===== config.mk =====
export PLATFORM = sky130hd
export DESIGN_NAME = can_accept_filter
export DESIGN_NICKNAME = d
export VERILOG_FILES = /design/src/rtl/can_filt_pkg.sv /design/src/rtl/filt_store.sv /design/src/rtl/filt_cmp.sv /design/src/rtl/scan_ctrl.sv /design/src/rtl/can_accept_filter.sv
export SDC_FILE = /design/constraint.sdc
export NUM_CORES = 1
export LEC_CHECK = 0
export BUFFER_PORTS_ARGS = -buffer_cell sky130_fd_sc_hd__buf_2
export CORE_ASPECT_RATIO = 1.1
export CORE_MARGIN = 3
export CORE_UTILIZATION = 44
export DETAILED_ROUTE_END_ITERATION = 8
export PLACE_DENSITY_LB_ADDON = 0.12
export SYNTH_ARGS = -nofsm -noshare
export SYNTH_HDL_FRONTEND = slang
export SYNTH_HIERARCHICAL = 1
export SYNTH_SLANG_ARGS = --single-unit

===== constraint.sdc =====
create_clock -name clk -period 11.2 [get_ports clk]
set_clock_uncertainty 0.15 [all_clocks]
set_input_delay 2.24 -clock clk [delete_from_list [all_inputs] [get_ports clk]]
set_output_delay 2.24 -clock clk [all_outputs]
set_load 0.1 [all_outputs]

===== src/rtl/can_filt_pkg.sv =====
package can_filt_pkg;
  localparam int STID_W = 11;
  localparam int EXID_W = 18;
  localparam int WORD_W = 32;
  localparam int HALF_W = 16;

  typedef enum logic [1:0] {SC_IDLE, SC_FETCH, SC_LO, SC_HI} scan_st_e;

  // wide compare word: base id, extension, ide, rtr, fixed zero
  function automatic logic [WORD_W-1:0] pack_full(input logic [STID_W-1:0] stid,
                                                  input logic [EXID_W-1:0] exid,
                                                  input logic ide, input logic rtr);
    return {stid, exid, ide, rtr, 1'b0};
  endfunction

  // narrow compare halfword: base id, rtr, ide, top three extension bits
  function automatic logic [HALF_W-1:0] pack_half(input logic [STID_W-1:0] stid,
                                                  input logic [2:0] ext_top,
                                                  input logic ide, input logic rtr);
    return {stid, rtr, ide, ext_top};
  endfunction
endpackage


===== src/rtl/filt_store.sv =====
module filt_store #(
  parameter int N  = 14,
  parameter int DW = 66,
  parameter int AW = 4
) (
  input  logic          clk,
  input  logic          rst,
  input  logic          we,
  input  logic [AW-1:0] waddr,
  input  logic [DW-1:0] wdata,
  input  logic          wact,
  input  logic [AW-1:0] raddr,
  output logic [DW-1:0] rdata,
  output logic [N-1:0]  act_vec
);
  logic [DW-1:0] mem [N];

  // plain synchronous write / registered read, RAM inferable
  always_ff @(posedge clk) begin
    if (we && (int'(waddr) < N)) mem[waddr] <= wdata;
    rdata <= mem[raddr];
  end

  always_ff @(posedge clk) begin
    if (rst) act_vec <= '0;
    else if (we && (int'(waddr) < N)) act_vec[waddr] <= wact;
  end
endmodule


===== src/rtl/filt_cmp.sv =====
module filt_cmp #(
  parameter int W = 32
) (
  input  logic [W-1:0] word,
  input  logic [W-1:0] id,
  input  logic [W-1:0] mask,
  output logic         hit
);
  assign hit = ~|((word ^ id) & mask);
endmodule


===== src/rtl/scan_ctrl.sv =====
module scan_ctrl
  import can_filt_pkg::*;
#(
  parameter int N  = 14,
  parameter int AW = 4,
  parameter int FW = 1
) (
  input  logic              clk,
  input  logic              rst,
  input  logic              hdr_valid,
  input  logic [WORD_W-1:0] hdr_full,
  input  logic [HALF_W-1:0] hdr_half,
  output logic [AW-1:0]     rd_addr,
  input  logic              ent_act,
  input  logic              ent_split,
  input  logic [FW-1:0]     ent_fifo,
  input  logic [WORD_W-1:0] ent_id,
  input  logic [WORD_W-1:0] ent_mask,
  output logic [WORD_W-1:0] cmp_word,
  output logic [WORD_W-1:0] cmp_id,
  output logic [WORD_W-1:0] cmp_mask,
  input  logic              cmp_hit,
  output logic              busy,
  output logic              out_accept,
  output logic              out_reject,
  output logic [AW-1:0]     out_filt,
  output logic              out_half,
  output logic [FW-1:0]     out_fifo
);
  localparam logic [AW-1:0] LAST = AW'(N - 1);

  scan_st_e          state;
  logic [AW-1:0]     idx;
  logic              pend_v;
  logic [WORD_W-1:0] pend_full, cur_full;
  logic [HALF_W-1:0] pend_half, cur_half;
  logic              go_acc, go_next;

  assign rd_addr = idx;
  assign busy    = (state != SC_IDLE) || pend_v;

  // operand steering for the single shared comparator
  always_comb begin
    if (state == SC_HI) begin
      cmp_word = {{HALF_W{1'b0}}, cur_half};
      cmp_id   = {{HALF_W{1'b0}}, ent_id[WORD_W-1:HALF_W]};
      cmp_mask = {{HALF_W{1'b0}}, ent_mask[WORD_W-1:HALF_W]};
    end else if (ent_split) begin
      cmp_word = {{HALF_W{1'b0}}, cur_half};
      cmp_id   = {{HALF_W{1'b0}}, ent_id[HALF_W-1:0]};
      cmp_mask = {{HALF_W{1'b0}}, ent_mask[HALF_W-1:0]};
    end else begin
      cmp_word = cur_full;
      cmp_id   = ent_id;
      cmp_mask = ent_mask;
    end
  end

  assign go_acc  = ((state == SC_LO) && ent_act && cmp_hit) || ((state == SC_HI) && cmp_hit);
  assign go_next = ((state == SC_LO) && (!ent_act || (!cmp_hit && !ent_split))) ||
                   ((state == SC_HI) && !cmp_hit);

  always_ff @(posedge clk) begin
    if (rst) begin
      state      <= SC_IDLE;
      idx        <= '0;
      pend_v     <= 1'b0;
      pend_full  <= '0;
      pend_half  <= '0;
      cur_full   <= '0;
      cur_half   <= '0;
      out_accept <= 1'b0;
      out_reject <= 1'b0;
      out_filt   <= '0;
      out_half   <= 1'b0;
      out_fifo   <= '0;
    end else begin
      out_accept <= 1'b0;
      out_reject <= 1'b0;
      if (hdr_valid) begin
        pend_v    <= 1'b1;
        pend_full <= hdr_full;
        pend_half <= hdr_half;
      end else if ((state == SC_IDLE) && pend_v) begin
        pend_v <= 1'b0;
      end
      case (state)
        SC_IDLE: if (pend_v) begin
          cur_full <= pend_full;
          cur_half <= pend_half;
          idx      <= '0;
          state    <= SC_FETCH;
        end
        SC_FETCH: state <= SC_LO;
        default: begin
          if (go_acc) begin
            out_accept <= 1'b1;
            out_filt   <= idx;
            out_half   <= (state == SC_HI);
            out_fifo   <= ent_fifo;
            state      <= SC_IDLE;
          end else if (go_next) begin
            if (idx == LAST) begin
              out_reject <= 1'b1;
              state      <= SC_IDLE;
            end else begin
              idx   <= idx + 1'b1;
              state <= SC_FETCH;
            end
          end else begin
            state <= SC_HI;
          end
        end
      endcase
    end
  end

  assert_one_outcome_R6: assert property (@(posedge clk) disable iff (rst)
    $onehot0({out_accept, out_reject}));
  assert_single_pulse_R6: assert property (@(posedge clk) disable iff (rst)
    (out_accept || out_reject) |=> !(out_accept || out_reject));
  assert_hold_pending_R7: assert property (@(posedge clk) disable iff (rst)
    hdr_valid |=> busy);
  assert_high_half_split_R3: assert property (@(posedge clk) disable iff (rst)
    (state == SC_HI) |-> ent_split);
endmodule


===== src/rtl/can_accept_filter.sv =====
module can_accept_filter
  import can_filt_pkg::*;
#(
  parameter int NUM_FILT = 14,
  parameter int NUM_FIFO = 2,
  localparam int IDX_W  = (NUM_FILT > 1) ? $clog2(NUM_FILT) : 1,
  localparam int FIFO_W = (NUM_FIFO > 1) ? $clog2(NUM_FIFO) : 1
) (
  input  logic              clk,
  input  logic              rst,
  input  logic              hdr_valid,
  input  logic [10:0]       hdr_stid,
  input  logic [17:0]       hdr_exid,
  input  logic              hdr_ide,
  input  logic              hdr_rtr,
  input  logic              cfg_we,
  input  logic [IDX_W-1:0]  cfg_idx,
  input  logic              cfg_active,
  input  logic              cfg_split,
  input  logic [FIFO_W-1:0] cfg_fifo,
  input  logic [31:0]       cfg_id,
  input  logic [31:0]       cfg_mask,
  output logic              busy,
  output logic              out_accept,
  output logic              out_reject,
  output logic [IDX_W-1:0]  out_filt,
  output logic              out_half,
  output logic [FIFO_W-1:0] out_fifo
);
  localparam int ENT_W = 1 + FIFO_W + 2 * WORD_W;

  logic [ENT_W-1:0]    ent;
  logic [NUM_FILT-1:0] act_vec;
  logic [IDX_W-1:0]    rd_addr;
  logic [WORD_W-1:0]   cmp_word, cmp_id, cmp_mask;
  logic                cmp_hit;
  logic                wr_ok;

  assign wr_ok = cfg_we && !busy;

  filt_store #(.N(NUM_FILT), .DW(ENT_W), .AW(IDX_W)) store_i (
    .clk(clk), .rst(rst), .we(wr_ok), .waddr(cfg_idx),
    .wdata({cfg_split, cfg_fifo, cfg_id, cfg_mask}), .wact(cfg_active),
    .raddr(rd_addr), .rdata(ent), .act_vec(act_vec));

  filt_cmp #(.W(WORD_W)) cmp_i (
    .word(cmp_word), .id(cmp_id), .mask(cmp_mask), .hit(cmp_hit));

  scan_ctrl #(.N(NUM_FILT), .AW(IDX_W), .FW(FIFO_W)) scan_i (
    .clk(clk), .rst(rst), .hdr_valid(hdr_valid),
    .hdr_full(pack_full(hdr_stid, hdr_exid, hdr_ide, hdr_rtr)),
    .hdr_half(pack_half(hdr_stid, hdr_exid[17:15], hdr_ide, hdr_rtr)),
    .rd_addr(rd_addr), .ent_act(act_vec[rd_addr]),
    .ent_split(ent[ENT_W-1]), .ent_fifo(ent[ENT_W-2 -: FIFO_W]),
    .ent_id(ent[2*WORD_W-1:WORD_W]), .ent_mask(ent[WORD_W-1:0]),
    .cmp_word(cmp_word), .cmp_id(cmp_id), .cmp_mask(cmp_mask), .cmp_hit(cmp_hit),
    .busy(busy), .out_accept(out_accept), .out_reject(out_reject),
    .out_filt(out_filt), .out_half(out_half), .out_fifo(out_fifo));

  assert_cfg_locked_R8: assert property (@(posedge clk) disable iff (rst)
    busy |=> $stable(act_vec));
  assert_hit_is_active_R5: assert property (@(posedge clk) disable iff (rst)
    out_accept |-> act_vec[out_filt]);
endmodule


==> flow_summary.toml, run 1 <==
[route]
detail-route-antenna-nets = 0
drc = 0
vias = 20700
drtIter0Drc = 1670
routedWlPerCell_um = 26.1
first_pass_iters = 5
avgViaCountPerCell = 5.54
drt_wl_total_mm = 97.7

[clock_tree]
cts_resized = 0
cts_root_buffer = "clkbuf_16"
clkTransAtPathRegs_ns = 0.06
cts_max_level = 3
hold_buffers = 0
post-cts-setup-buffers = 0
cts_buffers = 115
clkSinkCount = 1115
cts_buffer_depth = 3
cts_tree = "yes"
clkLatencyLatePin_ns = 0.69

[power]
max-vdd-ir-drop_mv = 0.123
combPwrFrac = 0.038
pwr-share-seq = 0.521
p_clk_frac = 0.441
p_int_mw = 6.99
powerDensity_nw_per_um2 = 183
switching_share = 0.206
report.power.total_mw = 8.80
total_leakage_power_nw = 15.4
power_switching_mw = 1.81

[timing]
period_needed_ns = 5.02
final_max_slew_viol_count = 0
tightest_slew_ns = 1.08
fin_setup_tns_ns = 0
slew_headroom = 0.281
hold_violations = 0
setup_ws_ns = 6.18
fmaxAchievable_mhz = 199
rsz0062_at_grt = "no"
fin_crit_sh = 0.448
setup_viol_count_final = 0

[critical_path]
slowest_stage = "nor2_4"
r2r_start = "scan_i/state[1]$_SDFFE_PP0P_"
cp_max_fo = 45
required_ns = 11.35
cp-startpoint = "cfg_we"
startpoint_type = "primary input"
cp.arrival_ns = 5.16
crit_type = "in2reg"
worstPathCellList = "buf_2 -> nor2b_1 -> nand3b_1 -> nor2_4 -> buf_4"
critical_path.endpoint_type = "register"
cp_slowest_stage_delay_ns = 0.93

[floorplanning]
dieHeight_um = 331
die_x_um = 301
coreArea_um2 = 94600
pin_count = 115
dieArea_um2 = 99800
row_count = 118
initial_core_util = 0.446

[grt]
groute.layer.met3.usage = 0.0314
grt_max_degree = 97
antenna_found_initial = 10
grt_pass1_vias = 21500
track_usage = 0.198
use_met2 = 0.333
met1_usage = 0.273
grt_pass1_wl_mm = 144
overflow = 0
grt_busiest_layer = "met2"

[cells_and_area]
fin_area_um2 = 48100
fin_nets = 2482
fillers = 7640
drive_gt1_frac = 0.271
post-route-util = 0.508
area_growth_pct = 13.9

[synth]
synth_edf_count = 924
synth_area_per_cell_um2 = 18.9
syn_area_um2 = 42200
ys_warn_count = 6
ys_seq_area_frac = 0.747
syn_inst = 2233
synth_top_flop_cell = "edfxtp_1"
synth_cell_type_count = 45
ys_async_sr_fraction = 0
ys_ff_latch = 1115
synth_fp_nets = 2341

[place]
portBuffers = 114
pre_cts_slack_ns = 5.52
dp_hpwl_mm = 56.4
place_area_um2 = 44200
place.gp.congestion = 0.779

[job]
max_cap_viol_count = 0

[hold_path]
min_path_type = "reg2reg"
hp-start = "scan_i/pend_full[18]$_SDFFE_PP0P_"

[run_status]
status = "finished, final reports clean"
logic make-up (layout without fill, tap and decap cells):
logic type / Yosys count / in the layout / share of synthesized area
other: 1 / 2 / 0.0000888
multiplexers: 436 / 436 / 0.167
XOR/XNOR: 32 / 32 / 0.00664
AND/OR/NAND/NOR: 277 / 277 / 0.0304
flip-flops: 1115 / 1115 / 0.747
buffers and inverters: 131 / 375 / 0.0159
AO/OA/AOI/OAI: 239 / 239 / 0.0324
adder cells (fa/ha/maj): 2 / 2 / 0.000592
layout make-up:
type | instances | area (um2) | share of cell area
sequential | 1115 | 31600 | 0.656
clock buffer | 169 | 3380 | 0.0702
timing repair buffer | 151 | 863 | 0.0179
clock inverter | 51 | 568 | 0.0118
antenna | 1 | 2.50 | 0.0000520
tap | 1260 | 1580 | 0.0328
multi-input combinational | 987 | 10100 | 0.210
inverter | 4 | 17.5 | 0.000364
through the flow:
stage,cells,hold slack [ns]
floorplan,2233,0.281
global placement,3517,0.291
detailed placement,3517,0.294
CTS,3737,0.304
global route,3737,0.322
finish,3738,0.302
state kept, by name (all words and copies together), names as in the netlist, 14 cells and up:
signal / flops
scan_i/cur_full: 32
store_i/mem: 924
store_i/rdata: 66
scan_i/pend_full: 32
scan_i/cur_half: 16
store_i/act_vec: 14
scan_i/pend_half: 16
per-layer routing:
metal,vias to the layer above,part of all wire
met4,0,0.018
met2,472,0.50
met5,-,0
met3,129,0.045
met1,10900,0.43
li1,9188,-
worst max-delay path: cells and delay by family:
family | cells | cell delay (ns)
AND/OR/NAND/NOR | 3 | 2.01
buffers and inverters | 2 | 0.81
cell usage in the layout (no fill, tap or decap), drive strengths merged, types with 6 or more instances in the layout:
master / n
o22ai: 66
mux4: 201
dfxtp: 191
a22oi: 16
o21ai: 15
clkinv: 32
buf: 151
nand4: 6
xor2: 32
bufinv: 9
mux2i: 119
nand3: 15
edfxtp: 924
nand2: 102
nor2: 77
a21oi: 134
clkbuf: 169
inv: 9
mux2: 116
and2: 49
Yosys cell counts (4+ instances only):
library cell  instances  share of area
mux2i_1             119          0.028
edfxtp_1            924           0.66
buf_6                13         0.0035
clkbuf_1             55         0.0049
a22oi_1              16         0.0028
o21ai_0              15         0.0018
buf_1                14         0.0012
mux2_2              116          0.031
buf_2                36         0.0043
xor2_1               32         0.0066
nand2b_1              5        0.00074
o22ai_1              66         0.0098
a21oi_1             133          0.016
mux4_2              198           0.11
and2_1               49         0.0073
dfxtp_1             191          0.091
nor2_1               77         0.0068
nand3_1              15         0.0018
nand4_1               6        0.00089
buf_4                 9         0.0016
nand2_1             102         0.0091
nor2b_1               4        0.00059
power by group through the flow:
stage	clock [mW]	combinational (mW)	sequential (mW)
finish	3.88	0.335	4.58
global route	4.14	0.369	4.59
CTS	3.98	0.343	4.58
detailed placement	0	0.342	4.67
global placement	0	0.334	4.67
floorplan	0	0.222	4.65
final timing paths:
kind,depth (start not counted),slack (ns),endpoint
worst max register to register,5,6.95,store_i/mem[9][34]$_DFFE_PP_
worst max-delay path,5,6.18,store_i/mem[9][34]$_DFFE_PP_
worst min register to register,2,0.30,scan_i/cur_full[18]$_SDFFE_PP0P_
worst min-delay path,2,0.30,scan_i/cur_full[18]$_SDFFE_PP0P_
(Power assumes the default switching activity.)
==> run 2: changes to the inputs <==
--- a/config.mk
+++ b/config.mk
@@ -5,6 +5,7 @@
 export SDC_FILE = /design/constraint.sdc
 export NUM_CORES = 1
 export LEC_CHECK = 0
+export ABC_AREA = 1
 export BUFFER_PORTS_ARGS = -buffer_cell sky130_fd_sc_hd__buf_2
 export CORE_ASPECT_RATIO = 1.1
 export CORE_MARGIN = 3
==> constraint.sdc (replaced) <==
create_clock -name clk -period 4.1 [get_ports clk]
set_clock_uncertainty 0.15 [all_clocks]
set_input_delay 0.82 -clock clk [delete_from_list [all_inputs] [get_ports clk]]
set_output_delay 0.82 -clock clk [all_outputs]
set_load 0.1 [all_outputs]
==> run 2 against run 1 <==
Final cell count grew 63%. Hold slack lost 0.090 ns. Via count grew 49%. Flip-flop and latch count is the same. Global-route usage grew 2.8 points. First-iteration DRC count grew 51%. Wire length grew 25%. Critical path type is now reg2reg. Largest cell class unchanged. Largest power group unchanged.
==> flow_summary.toml, run 2 <==
[cells_and_area]
layout.cells.non_filler = 6107
largest_register_ffs = 924
top_register = "store_i/mem"
final_common_cell = "nand2_1"
fillers = 9288
post-route-util = 0.506
layout_common_cells = "1501 x nand2_1, 924 x edfxtp_1, 530 x nand3_1, 480 x inv_1, 336 x nor2_1"
area_growth_pct = 13.5
reg.largest.list = "store_i/mem x924, store_i/rdata x66"
fin_nets = 4734
drive_gt1_frac = 0.0897

[floorplanning]
coreArea_um2 = 103000
dieHeight_um = 345
initial_core_util = 0.446
row_count = 123
die_x_um = 314
pin_count = 115
dieArea_um2 = 108000

[timing]
slew_headroom = 0.423
hold_violations = 0
final_max_slew_viol_count = 0
fin_setup_tns_ns = 0
hold_ws_ns = 0.212
rsz0062_at_grt = "no"
tightest_slew_ns = 0.864
fin_crit_sh = 0.873
fmaxAchievable_mhz = 279
period_needed_ns = 3.58
setup_viol_count_final = 0

[clock_tree]
clkTransAtPathRegs_ns = 0.06
clkSinkCount = 1115
cts_root_buffer = "clkbuf_16"
post-cts-setup-buffers = 0
cts_buffer_depth = 3
cts_resized = 0
cts_buffers = 116
cts_max_level = 3
clkLatencyLatePin_ns = 0.68
hold_buffers = 0
cts_tree = "yes"

[grt]
grt_pass1_wl_mm = 186
track_usage = 0.225
grt_max_degree = 118
grt_pass1_vias = 29300
antenna_found_initial = 13
overflow = 0

[synth]
synth_cell_type_count = 32
ys_ff_latch = 1115
ys_warn_count = 6
netlist.area_leader.share = 0.604
yosys-top-cells-count = "1502 x nand2_1, 924 x edfxtp_1, 530 x nand3_1"
yosys.area.top_type = "edfxtp_1"
ys_async_sr_fraction = 0
syn_area_um2 = 45900
synth_area_per_cell_um2 = 10.1
synth_edf_count = 924
syn_inst = 4549
synth_fp_nets = 4657
yosysMostFrequentCell = "nand2_1"
ys_top_cells_by_area = "edfxtp_1 60%, nand2_1 12%, dfxtp_1 8.3%"
synth_top_flop_cell = "edfxtp_1"
ys_seq_area_frac = 0.687

[route]
first_pass_iters = 6
drt_wl_total_mm = 122
avgViaCountPerCell = 5.06
drtIter0Drc = 2523
vias = 30900
routedWlPerCell_um = 20.0
detail-route-antenna-nets = 0
drc = 0

[hold_path]
holdPathStages = 3
min_to = "scan_i/pend_full[13]$_SDFFE_PP0P_"
hp-start = "hdr_exid[10]"
min_path_type = "in2reg"

[power]
powerDensity_nw_per_um2 = 515
p_clk_frac = 0.393
power_switching_mw = 7.08
report.power.total_mw = 26.8
pwr-share-seq = 0.480
total_leakage_power_nw = 21.5
switching_share = 0.264
combPwrFrac = 0.127
p_int_mw = 19.8
max-vdd-ir-drop_mv = 0.337

[critical_path]
reg2reg_setup_slack_ns = 0.52
r2r_start = "scan_i/state[1]$_SDFFE_PP0P_"
startpoint_type = "register"
cp_slowest_stage_delay_ns = 0.58
cp_max_fo = 66
slowest_stage = "clkinv_1"
cp.arrival_ns = 4.00
crit_buf_inv = 3
crit_type = "reg2reg"
required_ns = 4.52
path_delay_family = "simple AND/OR/NAND/NOR gates"
crit_top_cell = "nand2_1"
worstPathCellList = "nand2_2 -> buf_4 -> clkinv_1 -> nor2_1 -> nand2_1 -> nand2_1 -> nor2_1 -> nor2_1 -> nand2_1 -> nor2_1 -> nand2_1 -> nor2_1 -> nand2_1 -> inv_1 -> nand2_1 -> nand2_1 -> nor2_2 -> a21oi_1 -> nor2_1"
r2r_end = "scan_i/rd_addr[0]$_SDFFE_PP0P_"
reg2reg_depth = 19
critical_path.endpoint_type = "register"

[place]
place.gp.congestion = 0.821
portBuffers = 114
dp_hpwl_mm = 69.7
dpl.cell_count = 5883

[run_status]
status = "finished, final reports clean"

[job]
max_cap_viol_count = 0
[run 2: changes by cell type in the layout (fill, tap and decap cells not counted), moves of 119 or more]
cell and delta:
mux2i_1 -119, o21ai_0 +132, nand3_1 +515, mux4_2 -198, nor2_1 +273, inv_1 +477
nand2_1 +1399
[run 2: cell families after synthesis]
kind of cell / count (synthesis) / share of synthesized area
adder cells (fa/ha/maj): 2 / 0.000545
AO/OA/AOI/OAI: 280 / 0.0307
other: 1 / 0.0000817
buffers and inverters: 733 / 0.0652
flip-flops: 1115 / 0.687
multiplexers: 15 / 0.00368
AND/OR/NAND/NOR: 2403 / 0.212
[run 2: cell type report]
| class | instances | area (um2) | share of cell area |
|---|---|---|---|
| Multi-Input combinational cell | 2701 | 11400 | 0.219 |
| Clock inverter | 73 | 701 | 0.0134 |
| Timing Repair Buffer | 196 | 1650 | 0.0316 |
| Sequential cell | 1115 | 31600 | 0.606 |
| Antenna cell | 3 | 7.51 | 0.000144 |
| Tap cell | 1375 | 1720 | 0.0330 |
| Clock buffer | 148 | 3140 | 0.0602 |
| Inverter | 496 | 1900 | 0.0365 |
[run 2: power by group through the flow]
stage               Combinational [mW]  Clock [mW]  Sequential [mW]
CTS                               3.45        10.8             12.9
finish                            3.41        10.5             12.9
global route                      3.81        11.2             12.9
global placement                  3.42           0             13.1
floorplan                         2.17           0             13.0
detailed placement                3.43           0             13.1
[run 2: how the worst max path moves through the flow]
stage	end	slack (ns)	depth (start not counted)	startpoint
finish	scan_i/rd_addr[0]$_SDFFE_PP0P_	0.52	19	scan_i/state[1]$_SDFFE_PP0P_
global route	scan_i/rd_addr[0]$_SDFFE_PP0P_	0.06	19	scan_i/state[1]$_SDFFE_PP0P_
CTS	scan_i/rd_addr[1]$_SDFFE_PP0P_	0.55	19	scan_i/state[1]$_SDFFE_PP0P_
detailed placement	scan_i/rd_addr[3]$_SDFFE_PP0P_	0.56	19	scan_i/state[1]$_SDFFE_PP0P_
global placement	scan_i/rd_addr[3]$_SDFFE_PP0P_	0.57	19	scan_i/state[1]$_SDFFE_PP0P_
floorplan	store_i/mem[13][0]$_DFFE_PP_	-1.08	5	scan_i/state[1]$_SDFFE_PP0P_
[run 2: worst min-delay path: stages]
cell,delay (ns)
buf_2,0.07
nor2_1,0.04
nor2_1,0.08
[run 2: per-layer routing]
layer	up-vias	wire length, um	GRT usage
li1	15100	-	-
met4	10	1830	0.0482
met3	154	6130	0.0276
met2	715	58400	0.378
met5	-	77	0
met1	15000	55600	0.317
[run 2: metrics by stage]
| stage | worst slack [ns] | cell area, um2 |
|---|---|---|
| floorplan | -1.08 | 45900 |
| detailed placement | 0.564 | 48300 |
| CTS | 0.548 | 52100 |
| finish | 0.522 | 52100 |
| global placement | 0.570 | 48300 |
| global route | 0.0563 | 52100 |
